[src/rtl/lp_wake_pkg.sv]
package lp_wake_pkg;
  typedef enum logic [1:0] {ST_RUN, ST_HALT, ST_SLEEP} lpState_t;

  // strobes from control to datapath
  typedef struct packed {
    logic inRun;    // controller is in the running state
    logic capture;  // sample pclkEn at suspend entry
    logic resolve;  // resume happens at this edge
    logic haltMode; // the resolving suspend is a halt
  } lpCtl_t;
endpackage

[src/rtl/lp_wake_sync.sv]
module lp_wake_sync #(
  parameter int W = 1
) (
  input  logic         clk,
  input  logic         rstN,
  input  logic [W-1:0] din,
  output logic [W-1:0] dout
);
  logic [W-1:0] meta;

  always_ff @(posedge clk or negedge rstN) begin
    if (!rstN) begin
      meta <= '0;
      dout <= '0;
    end else begin
      meta <= din;
      dout <= meta;
    end
  end
endmodule

[src/rtl/lp_wake_path.sv]
module lp_wake_path
  import lp_wake_pkg::*;
#(
  parameter int NPORT = 2,
  parameter int NSLOW = 4,
  parameter int NFAST = 4,
  localparam int NSRC = NPORT + NSLOW + NFAST
) (
  input  logic             clk,
  input  logic             rstN,
  input  lpCtl_t           ctl,
  input  logic [NPORT-1:0] portWake,
  input  logic [NSLOW-1:0] slowWake,
  input  logic [NFAST-1:0] fastWake,
  input  logic [NPORT-1:0] portIntEn,
  input  logic [NSLOW-1:0] slowIntEn,
  input  logic [NFAST-1:0] fastIntEn,
  input  logic             cpuIe,
  input  logic             pclkEn,
  output logic             wakeHalt,
  output logic             wakeSleep,
  output logic             pclkAtSus,
  output logic             takeIrq,
  output logic [NSRC-1:0]  irqPend,
  output logic [NSRC-1:0]  irqFire
);
  logic [NPORT-1:0] portS;
  logic [NSLOW-1:0] slowS;
  logic [NFAST-1:0] fastS;

  lp_wake_sync #(.W(NPORT)) portSync (.clk(clk), .rstN(rstN), .din(portWake), .dout(portS));
  lp_wake_sync #(.W(NSLOW)) slowSync (.clk(clk), .rstN(rstN), .din(slowWake), .dout(slowS));
  lp_wake_sync #(.W(NFAST)) fastSync (.clk(clk), .rstN(rstN), .din(fastWake), .dout(fastS));

  logic             pclkRef;
  logic [NFAST-1:0] fastHit;
  logic [NSRC-1:0]  enMask;

  always_comb begin
    pclkRef   = ctl.inRun ? pclkEn : pclkAtSus;
    fastHit   = fastS & fastIntEn;
    wakeSleep = |portS;
    wakeHalt  = (|portS) || (|slowS) || (pclkRef && (|fastHit));
    enMask    = {(ctl.haltMode && pclkRef) ? fastHit : '0,
                 ctl.haltMode ? (slowS & slowIntEn) : '0,
                 portS & portIntEn};
  end

  always_ff @(posedge clk or negedge rstN) begin
    if (!rstN) begin
      pclkAtSus <= 1'b0;
      takeIrq   <= 1'b0;
      irqPend   <= '0;
      irqFire   <= '0;
    end else begin
      if (ctl.capture) pclkAtSus <= pclkEn;
      takeIrq <= ctl.resolve && (|enMask) && cpuIe && pclkRef;
      irqPend <= (irqPend & ~{NSRC{pclkEn}})
               | ((ctl.resolve && !pclkRef) ? enMask : '0);
      irqFire <= pclkEn ? irqPend : '0;
    end
  end
endmodule

[src/rtl/lp_wake_fsm.sv]
module lp_wake_fsm
  import lp_wake_pkg::*;
(
  input  logic   clk,
  input  logic   rstN,
  input  logic   haltReq,
  input  logic   sleepReq,
  input  logic   wakeHalt,
  input  logic   wakeSleep,
  input  logic   pclkEn,
  input  logic   pclkAtSus,
  output lpCtl_t ctl,
  output logic   resumeStb,
  output logic   cpuClkEn,
  output logic   pclkGate,
  output logic   fastOscEn,
  output logic   slowOscEn
);
  lpState_t state, stateNx;

  always_comb begin
    stateNx = state;
    ctl     = '0;
    ctl.inRun = (state == ST_RUN);
    unique case (state)
      ST_RUN: begin
        if (sleepReq) begin
          if (wakeSleep) ctl.resolve = 1'b1;
          else begin ctl.capture = 1'b1; stateNx = ST_SLEEP; end
        end else if (haltReq) begin
          ctl.haltMode = 1'b1;
          if (wakeHalt) ctl.resolve = 1'b1;
          else begin ctl.capture = 1'b1; stateNx = ST_HALT; end
        end
      end
      ST_HALT: begin
        ctl.haltMode = 1'b1;
        if (wakeHalt) begin ctl.resolve = 1'b1; stateNx = ST_RUN; end
      end
      ST_SLEEP: begin
        if (wakeSleep) begin ctl.resolve = 1'b1; stateNx = ST_RUN; end
      end
      default: stateNx = ST_RUN;
    endcase
  end

  always_ff @(posedge clk or negedge rstN) begin
    if (!rstN) begin
      state     <= ST_RUN;
      resumeStb <= 1'b0;
    end else begin
      state     <= stateNx;
      resumeStb <= ctl.resolve;
    end
  end

  always_comb begin
    cpuClkEn  = (state == ST_RUN);
    fastOscEn = (state != ST_SLEEP);
    slowOscEn = (state != ST_SLEEP);
    case (state)
      ST_RUN:  pclkGate = pclkEn;
      ST_HALT: pclkGate = pclkAtSus;
      default: pclkGate = 1'b0;
    endcase
  end
endmodule

[src/rtl/lp_wake_ctrl.sv]
module lp_wake_ctrl
  import lp_wake_pkg::*;
#(
  parameter int NPORT = 2,
  parameter int NSLOW = 4,
  parameter int NFAST = 4,
  localparam int NSRC = NPORT + NSLOW + NFAST
) (
  input  logic             clk,
  input  logic             rstN,
  input  logic             haltReq,
  input  logic             sleepReq,
  input  logic [NPORT-1:0] portWake,
  input  logic [NSLOW-1:0] slowWake,
  input  logic [NFAST-1:0] fastWake,
  input  logic [NPORT-1:0] portIntEn,
  input  logic [NSLOW-1:0] slowIntEn,
  input  logic [NFAST-1:0] fastIntEn,
  input  logic             cpuIe,
  input  logic             pclkEn,
  output logic             cpuClkEn,
  output logic             pclkGate,
  output logic             fastOscEn,
  output logic             slowOscEn,
  output logic             resumeStb,
  output logic             takeIrq,
  output logic [NSRC-1:0]  irqPend,
  output logic [NSRC-1:0]  irqFire
);
  lpCtl_t ctl;
  logic   wakeHalt, wakeSleep, pclkAtSus;

  lp_wake_fsm fsm (
    .clk(clk), .rstN(rstN), .haltReq(haltReq), .sleepReq(sleepReq),
    .wakeHalt(wakeHalt), .wakeSleep(wakeSleep), .pclkEn(pclkEn),
    .pclkAtSus(pclkAtSus), .ctl(ctl), .resumeStb(resumeStb),
    .cpuClkEn(cpuClkEn), .pclkGate(pclkGate),
    .fastOscEn(fastOscEn), .slowOscEn(slowOscEn)
  );

  lp_wake_path #(.NPORT(NPORT), .NSLOW(NSLOW), .NFAST(NFAST)) path (
    .clk(clk), .rstN(rstN), .ctl(ctl),
    .portWake(portWake), .slowWake(slowWake), .fastWake(fastWake),
    .portIntEn(portIntEn), .slowIntEn(slowIntEn), .fastIntEn(fastIntEn),
    .cpuIe(cpuIe), .pclkEn(pclkEn),
    .wakeHalt(wakeHalt), .wakeSleep(wakeSleep), .pclkAtSus(pclkAtSus),
    .takeIrq(takeIrq), .irqPend(irqPend), .irqFire(irqFire)
  );
endmodule

[config.mk]
export PLATFORM = sky130hd
export DESIGN_NAME = lp_wake_ctrl
export DESIGN_NICKNAME = d
export VERILOG_FILES = /design/src/rtl/lp_wake_pkg.sv /design/src/rtl/lp_wake_sync.sv /design/src/rtl/lp_wake_path.sv /design/src/rtl/lp_wake_fsm.sv /design/src/rtl/lp_wake_ctrl.sv
export SDC_FILE = /design/constraint.sdc
export NUM_CORES = 1
export LEC_CHECK = 0
export BUFFER_PORTS_ARGS = -buffer_cell sky130_fd_sc_hd__buf_2
export CAP_MARGIN = 0
export CORE_MARGIN = 2
export CORE_UTILIZATION = 48
export CTS_CLUSTER_SIZE = 25
export DETAILED_ROUTE_END_ITERATION = 7
export PLACE_DENSITY = 0.77
export SLEW_MARGIN = 20
export SYNTH_ARGS = -nofsm -noshare
export SYNTH_HDL_FRONTEND = slang
export SYNTH_SLANG_ARGS = --single-unit
[constraint.sdc]
create_clock -name clk -period 1.8 [get_ports clk]
set_input_delay 0.36 -clock clk [delete_from_list [all_inputs] [get_ports clk]]
set_output_delay 0.36 -clock clk [all_outputs]
set_load 0.01 [all_outputs]
==> results of run 1 <==
repair_timing:
item / CTS / global route
hold buffers: 1 / 0
endpoints found under the hold margin: 16 / 0
buffers inserted: 0 / 0
layout make-up:
class                   instances  area (sq um)
clock buffers                   7          55.1
clock inverters                 1          30.0
fillers                       267          1080
inverters                       8          30.0
multi-input cells              61           370
flip-flops and latches         45          1130
well taps                      44          55.1
repair buffers                 57           303
cell usage after synthesis, types with 2 or more instances:
library cell                n
sky130_fd_sc_hd__a22oi_1    3
sky130_fd_sc_hd__nand2_1    9
sky130_fd_sc_hd__inv_1      8
sky130_fd_sc_hd__clkbuf_1   2
sky130_fd_sc_hd__o22ai_1    6
sky130_fd_sc_hd__o21ai_1    2
sky130_fd_sc_hd__nand3_1    3
sky130_fd_sc_hd__nor4_1     2
sky130_fd_sc_hd__nor2_1     5
sky130_fd_sc_hd__nor2b_1    6
sky130_fd_sc_hd__and2_1    12
sky130_fd_sc_hd__dfrtp_1   45
power breakdown:
group | internal, mW | leakage [nW] | total [mW] | switching, mW
logic | 0.0689 | 0.387 | 0.157 | 0.0884
registers | 1.05 | 0.572 | 1.07 | 0.0196
clock network | 0.332 | 0.0455 | 0.623 | 0.291
total | 1.45 | 1.00 | 1.85 | 0.399
final timing paths:
| path | startpoint | to | cells after the start |
|---|---|---|---|
| setup / recovery | fsm.state[0] | path.takeIrq | 4 |
| hold / removal | slowWake[2] | path.slowSync.meta[2] | 1 |
| setup reg to reg | fsm.state[0] | path.takeIrq | 4 |
| hold reg to reg | path.portSync.meta[0] | path.portSync.dout[0] | 0 |
| max in group asynchronous | rstN | path.slowSync.meta[1] | 3 |
| min in group asynchronous | rstN | path.irqPend[6] | 2 |
metal layers:
layer	vias up	GRT usage [%]
li1	510	-
met4	0	5.59
met5	-	0
met2	35	29.8
met1	489	19.1
met3	5	7.04
critical path, cell delays in order (launching register included):
cell and delay (ns):
sky130_fd_sc_hd__dfrtp_1 0.40, sky130_fd_sc_hd__or3b_1 0.41, sky130_fd_sc_hd__a22oi_2 0.23, sky130_fd_sc_hd__o21ai_1 0.11
sky130_fd_sc_hd__a2111oi_2 0.37
state kept, by name, indices dropped and copies added (netlist names):
name	cells
path.fastSync.meta	4
path.irqPend	10
path.slowSync.meta	4
path.portSync.meta	2
fsm.resumeStb	1
path.pclkAtSus	1
path.takeIrq	1
path.fastSync.dout	4
path.portSync.dout	2
path.irqFire	10
path.slowSync.dout	4
fsm.state	2
logic make-up (layout without fill, tap and decap cells):
kind of cell           count (synthesis)  count (layout)
AOI/OAI and AO/OA                     17              17
buffers and inverters                 11              73
muxes                                  1               1
DFF                                   45              45
and+or+nand+nor                       43              43
per-stage QoR:
step                      utilization (%)  hold slack [ns]
after floorplan                         -           0.0644
after global placement               61.4            0.297
after detailed placement             61.4            0.305
after CTS                            64.5           0.0918
after global routing                 64.5           0.0734
final                                64.5            0.110
==> impl.org, run 1 <==
** Timing
- Setup slack on the critical path of the routed design comes to 0.178 ns.
- In the final timing run, aggregate negative setup slack is 0 ns.
- Static timing analysis puts the maximum clock frequency at 617 MHz.
- The final count of pins violating max slew came to 0.
- Between clock sinks in the finished design, the worst skew comes to 0.0109 ns.
- Final setup viols :: 0
- Worst Max-Slew Pin Slew :: 0.397 ns
- Relative slew slack :: 73.3%
- The hold violation total from the final report is 0.
- Period Utilization, post-route :: 90.1%
- Unrepaired setup endpoints after global routing :: false
- Counting I/O delays and the setup requirement, the final critical path takes 1.62 ns.

** Placement
- DP Area :: 0.00187 sq mm
- Buffers on Ports :: 51
- Counting tap cells, the placed design contains a total of 214 instances.
- Post-placement setup slack :: 0.136 ns
- Routability-driven placement finished with a final weighted congestion of 0.889.
- Post-DP HPWL :: 2.08 mm

** Finish
- Number of diodes added for antenna fixing :: 0
- Leaving out fill and tap cells, the most frequent cell in the layout is sky130_fd_sc_hd__buf_2.
- Leaving out filler cells and counting taps, the final layout contains 223.
- In the final design database the tool counted 204 nets.
- Commonest non-fill, non-tap cells in the layout :: 51 x sky130_fd_sc_hd__buf_2, 45 x sky130_fd_sc_hd__dfrtp_1, 12 x sky130_fd_sc_hd__and2_1
- Layout cell share with drive strength beyond 1 :: 36.9%
- Area grow syn2layout :: 27.8%
- Post-layout instance area :: 0.00197 sq mm

** Logic synthesis
- The number of nets in the synthesized netlist is 143.
- Predominant post-synthesis flop cell :: sky130_fd_sc_hd__dfrtp_1
- Post-synthesis sequential area ratio :: 73.1%
- Counting flops with an async set or reset pin after synthesis yields a share of 100%.
- After synthesis, the largest family of logic cells by area is simple AND/OR/NAND/NOR gates.
- The top cell type by area accounts for 73.1% of the synthesized area.
- Synthesized-area fraction occupied by ao, oa, aoi and oai cells :: 8.28%
- Of the total synthesized cell area, the portion taken by full adders, half adders and majority gates is 0%.
- Synthesis produced a netlist whose cell count is 117.
- Parity-gate share of the synthesized area counting xor and xnor cells :: 0%
- Avg Inst Size Synth :: 13.2 sq um
- During synthesis, Yosys emitted a total of 0 warnings.
- Leading cell types by total area after synthesis :: sky130_fd_sc_hd__dfrtp_1 73%, sky130_fd_sc_hd__and2_1 4.9%, sky130_fd_sc_hd__nor2b_1 2.4%, sky130_fd_sc_hd__o22ai_1 2.4%, sky130_fd_sc_hd__nand2_1 2.2%
- Post-synth cell types :: 26
- After synthesis the netlist holds a flip-flop and latch count of 45.
- Counting flops with a built-in enable in the synthesized netlist gives 0.
- After Yosys synthesis, and, or, nand and nor cells account for 15.1% of the synthesized area.
- Share of synthesized area spent on multiplexers :: 0.649%
- Largest area contributor in the netlist :: sky130_fd_sc_hd__dfrtp_1
- The mapped netlist covers 0.00154 sq mm.

** Floorplan
- Initial core utilization :: 50.5%
- The floorplan has 20 rows.
- Die Area :: 0.00368 sq mm
- Die Y :: 60.7 microns
- Measured along the x axis, the die boundary spans 60.7 microns.
- Number of placed I/O pins :: 52
- Core ar. :: 0.00305 sq mm

** Route
- After detailed routing, the wire length on met1 is 1.12 mm.
- Dividing the detail-routed via count by the number of cells gives 4.66.
- Before antenna repair, the detailed router went through 4 iterations.
- For this run, design rule violations remaining after detail routing come to 0.
- The first routing iteration left 33 violations.
- Total wire length :: 2.70 mm
- Signal routing reaches up to met4.
- After detailed routing, the average wire length per cell comes to 12.1 microns.
- Total via count after detailed routing :: 1039
- In the detailed route, the total length drawn on met2 is 1.41 mm.
- The detail route stage leaves a number of antenna-violating nets equal to 0.
- Detailed routing placed a total of 136 microns of wire on met3.

** Clocking
- Buffers inserted during clock tree synthesis total 5.
- No sink is reached through more buffers than the 2 on the longest clock path.
- The tree is rooted in a sky130_fd_sc_hd__clkbuf_4.
- The H-tree was split into 2 levels.
- Clock tree from TritonCTS :: built
- Clock sink count :: 45
- Number of gates resized after CTS :: 0
- At the later pin of the worst-skew pair, clock insertion delay measures 0.35 ns.
- Clock slew seen by the registers of the worst setup and hold paths :: 0.11 ns

** Critical path
- Critical-path maximum fanout :: 4
- Critical path arrival :: 1.87 ns
- Setup slack on the worst reg-to-reg path comes out at 0.18 ns.
- Setup CP Type :: flip-flop to flip-flop
- CP required :: 2.04 ns
- The worst setup path is launched from a flip-flop.
- Sort of element at the end of the critical path :: flip-flop

** Global routing
- The first global-routing pass estimated 4.40 mm of wire.
- The number of global-route vias before repair was 1037.
- Global Route Usage Sum :: 17.1%
- The number of antenna violations at the first check in global routing is 0.
- Maximum number of pins on one net before global-route repair :: 23
- GRT Residual Overflow :: 0

** Power
- Total power after layout :: 1.85 mW
- Leakage Power :: 1.00 nW
- Dividing total power by cell area gives a power density of 940 mW/mm^2.
- Worst-case vdd ir drop :: 0.000749 V

** Job
- Max capacitance violation total :: 0

** Run status
- Outcome :: finished, final reports clean

** Min path
- The worst hold path belongs to the class input pin to flip-flop.
(Power assumes the default switching activity.)
==> run 2, diff against run 1 <==
CORE_UTILIZATION = 46   (was 48)
PLACE_DENSITY = 0.74   (was 0.77)
==> impl.org, run 2 (synthesis results as in run 1) <==
** Route
- The first-pass iteration count of the detailed router came to 4 (unchanged).
- Total via count after detailed routing :: 1081 (was 1039)
- The post-detailed-route DRC marker count is 0 (unchanged).
- The via count normalized by instance count was 4.85 (was 4.66).
- Total wire length :: 2.66 mm (was 2.70 mm)
- Detail Route Antenna Nets :: 0 (unchanged)
- Detailed-route wire length per cell :: 11.9 microns (was 12.1 microns)
- 1st-iter DRT viols :: 77 (was 33)

** Floorplan
- The die outline width came to 61.9 microns (was 60.7 microns).
- The number of ports placed on the die boundary is 52 (unchanged).
- Initial core utilization :: 46.9% (was 50.5%)
- Number of cell rows :: 21 (was 20)
- Die Area :: 0.00383 sq mm (was 0.00368 sq mm)
- The vertical extent of the die came to 61.9 microns (was 60.7 microns).
- Core ar. :: 0.00328 sq mm (was 0.00305 sq mm)

** Critical path
- The endpoint class of the critical path is a primary output (was flip-flop).
- Slowest stage cell on the critical path :: sky130_fd_sc_hd__dfrtp_1 (was sky130_fd_sc_hd__or3b_1)
- Startpoint type of the worst setup path :: flip-flop (unchanged)
- Delay contributed by the slowest stage of the critical path :: 0.39 ns (was 0.41 ns)
- Critical-path maximum fanout :: 6 (was 4)
- Critical path arrival :: 1.24 ns (was 1.87 ns)
- The buffers plus inverters on the worst setup path came to 2 (was 0).
- The endpoint required time on the critical path is 1.44 ns (was 2.04 ns).
- The flop-to-flop setup slack came to 0.21 ns (was 0.18 ns).
- The startpoint-to-endpoint class of the critical path was flip-flop to primary output (was flip-flop to flip-flop).
- The kind of cell adding the most delay to the critical path is flip-flops (was compound AO/OA/AOI/OAI gates).
- Sequence of cells on the critical path :: buf_4 -> mux2i_1 -> nor2_1 -> buf_2 (was or3b_1 -> a22oi_2 -> o21ai_1 -> a2111oi_2)

** Timing
- The fraction of the cycle the final worst path needs is 88.8% (was 90.1%).
- The hold violation total from the final report came to 0 (unchanged).
- The relative slew slack came to 64.8% (was 73.3%).
- Clock period minus worst slack :: 1.60 ns (was 1.62 ns)
- TNS Setup :: 0 ns (unchanged)
- The final number of setup-violating endpoints was 0 (unchanged).
- The transition time of the tightest slew-check pin came to 0.528 ns (was 0.397 ns).
- The final count of pins violating max slew was 0 (unchanged).
- Unrepaired setup endpoints after global routing :: false (unchanged)
- The setup clock skew after layout came to 0.0173 ns (was 0.0109 ns).
- The maximum operating frequency came to 626 MHz (was 617 MHz).

** Global routing
- Wire length of the first global-routing pass :: 4.15 mm (was 4.40 mm)
- GRT Residual Overflow :: 0 (unchanged)
- Busiest layer in global routing :: met2 (unchanged)
- The overall fraction of global-route tracks in use is 15.4% (was 17.1%).
- The number of global-route vias before repair came to 1018 (was 1037).
- Maximum number of pins on one net before global-route repair :: 46 (was 23)
- Global-route met2 utilization :: 26.0% (was 29.8%)
- The met1 track demand over resource is 16.7% (was 19.1%).
- The fraction of met3 tracks used by global routing is 4.35% (was 7.04%).
- The number of antenna violations at the first check in global routing is 0 (unchanged).

** Finish
- The final-layout fill cell count was 272 (was 267).
- Commonest non-fill, non-tap cells in the layout :: 51 x sky130_fd_sc_hd__buf_2, 45 x sky130_fd_sc_hd__dfrtp_1, 12 x sky130_fd_sc_hd__and2_1 (unchanged)
- The fraction of layout instances using a drive strength above 1 was 36.7% (was 36.9%).
- Area grow syn2layout :: 24.9% (was 27.8%)
- Register area :: 0.00113 sq mm (unchanged)
- Biggest regs :: path.irqFire (10), path.irqPend (10) (unchanged)
- The total number of nets in the final design is 202 (was 204).
- The utilization of the core after routing is 58.6% (was 64.5%).
- Most common library cell in the layout ignoring fill and taps :: sky130_fd_sc_hd__buf_2 (unchanged)
- The total area of multi-input combinational cells is 370 sq um (unchanged).
- Number of diodes added for antenna fixing :: 0 (unchanged)

** Power
- Power share of the combinational group :: 9.2% (was 8.5%)
- Sequential power share :: 63.7% (was 57.9%)
- Power density over the cells :: 873 mW/mm^2 (was 940 mW/mm^2)
- The part of the total power dissipated in the clock network was 27.1% (was 33.6%).
- The leakage dissipation is 0.974 nW (was 1.00 nW).
- The switching power share of the total came to 24.4% (was 21.6%).
- The switching power summed over all nets is 0.411 mW (was 0.399 mW).
- The internal cell power is 1.27 mW (was 1.45 mW).
- Worst-case vdd ir drop :: 0.000567 V (was 0.000749 V)

** Clocking
- Clock Root Buffer :: sky130_fd_sc_hd__clkbuf_4 (unchanged)
- Clock slew seen by the registers of the worst setup and hold paths :: 0.13 ns (was 0.11 ns)
- The count of instances resized after the clock tree is built came to 0 (unchanged).
- The source-to-sink clock delay at the later pin of the worst-skew pair is 0.35 ns (about the same).
- Clock tree from TritonCTS :: built (unchanged)
- The number of hold buffers added after CTS came to 0 (was 1).
- Number of setup buffers added after CTS :: 0 (unchanged)
- The number of CTS-inserted buffers came to 5 (unchanged).
- CTS H-tree lvls :: 2 (unchanged)
- Maximum root-to-sink buffer count :: 2 (unchanged)
- The number of sinks on the clock net is 45 (unchanged).

** Min path
- The path class of the lowest-slack min-delay path is input pin to async pin (was input pin to flip-flop).

** Job
- Max capacitance violation total :: 0 (unchanged)

** Placement
- Routability cong. :: 0.837 (was 0.889)
- Post-DP HPWL :: 2.01 mm (was 2.08 mm)
- Buffers on Ports :: 51 (unchanged)

** Run status
- Outcome :: finished, final reports clean (unchanged)
[run 2: cell count changes in the layout (fill, tap and decap cells not counted), sizes merged]
cell and change:
bufinv -1, buf -1, dlygate4sd3 -1, clkbuf -1, clkinvlp +2
[run 2: layout make-up]
cell class / count / area share [%]
clock buffers: 6 / 2.14
multi-input cells: 61 / 19.2
well taps: 46 / 2.99
repair buffers: 55 / 14.8
inverters: 8 / 1.56
flip-flops and latches: 45 / 58.5
clock inverters: 2 / 0.780
[run 2: stage by stage]
step / total power [mW] / hold slack [ns] / worst slack, ns / std cells / area [sq um]
finish: 1.68 / 0.0640 / 0.202 / 223 / 1930
global route: 1.78 / 0.0712 / 0.0474 / 223 / 1930
CTS: 1.70 / 0.0754 / 0.175 / 223 / 1930
detailed placement: 1.25 / 0.336 / 0.146 / 215 / 1870
global placement: 1.24 / 0.333 / 0.190 / 215 / 1870
floorplan: 1.16 / 0.0644 / 0.236 / 117 / 1540
[run 2: worst paths after layout]
check	cells past startpoint	end	startpoint
setup / recovery	4	pclkGate	fsm.state[0]
hold / removal	2	path.irqPend[0]	rstN
setup reg to reg	4	path.takeIrq	fsm.state[0]
hold reg to reg	0	path.portSync.dout[1]	path.portSync.meta[1]
max in group asynchronous	2	path.fastSync.dout[1]	rstN
min in group clk	1	path.slowSync.meta[2]	slowWake[2]
[run 2: per-layer routing]
layer | up-vias | wire length, microns
li1 | 511 | -
met3 | 10 | 147
met5 | - | 0
met1 | 520 | 1060
met4 | 0 | 72
met2 | 40 | 1380
[run 2: worst reg2reg max path, stage by stage (launching register included)]
cell and delay (ns):
sky130_fd_sc_hd__dfrtp_1 0.39, sky130_fd_sc_hd__or3b_1 0.40, sky130_fd_sc_hd__a22oi_2 0.23, sky130_fd_sc_hd__o21ai_1 0.12
sky130_fd_sc_hd__a2111oi_2 0.36
[run 2: power by group through the flow]
stage / combinational [mW] / clock [mW] / sequential (mW)
final: 0.154 / 0.456 / 1.07
after global placement: 0.153 / 0 / 1.09
after CTS: 0.157 / 0.474 / 1.07
after detailed placement: 0.157 / 0 / 1.09
after global routing: 0.175 / 0.526 / 1.08
after floorplan: 0.0642 / 0 / 1.10
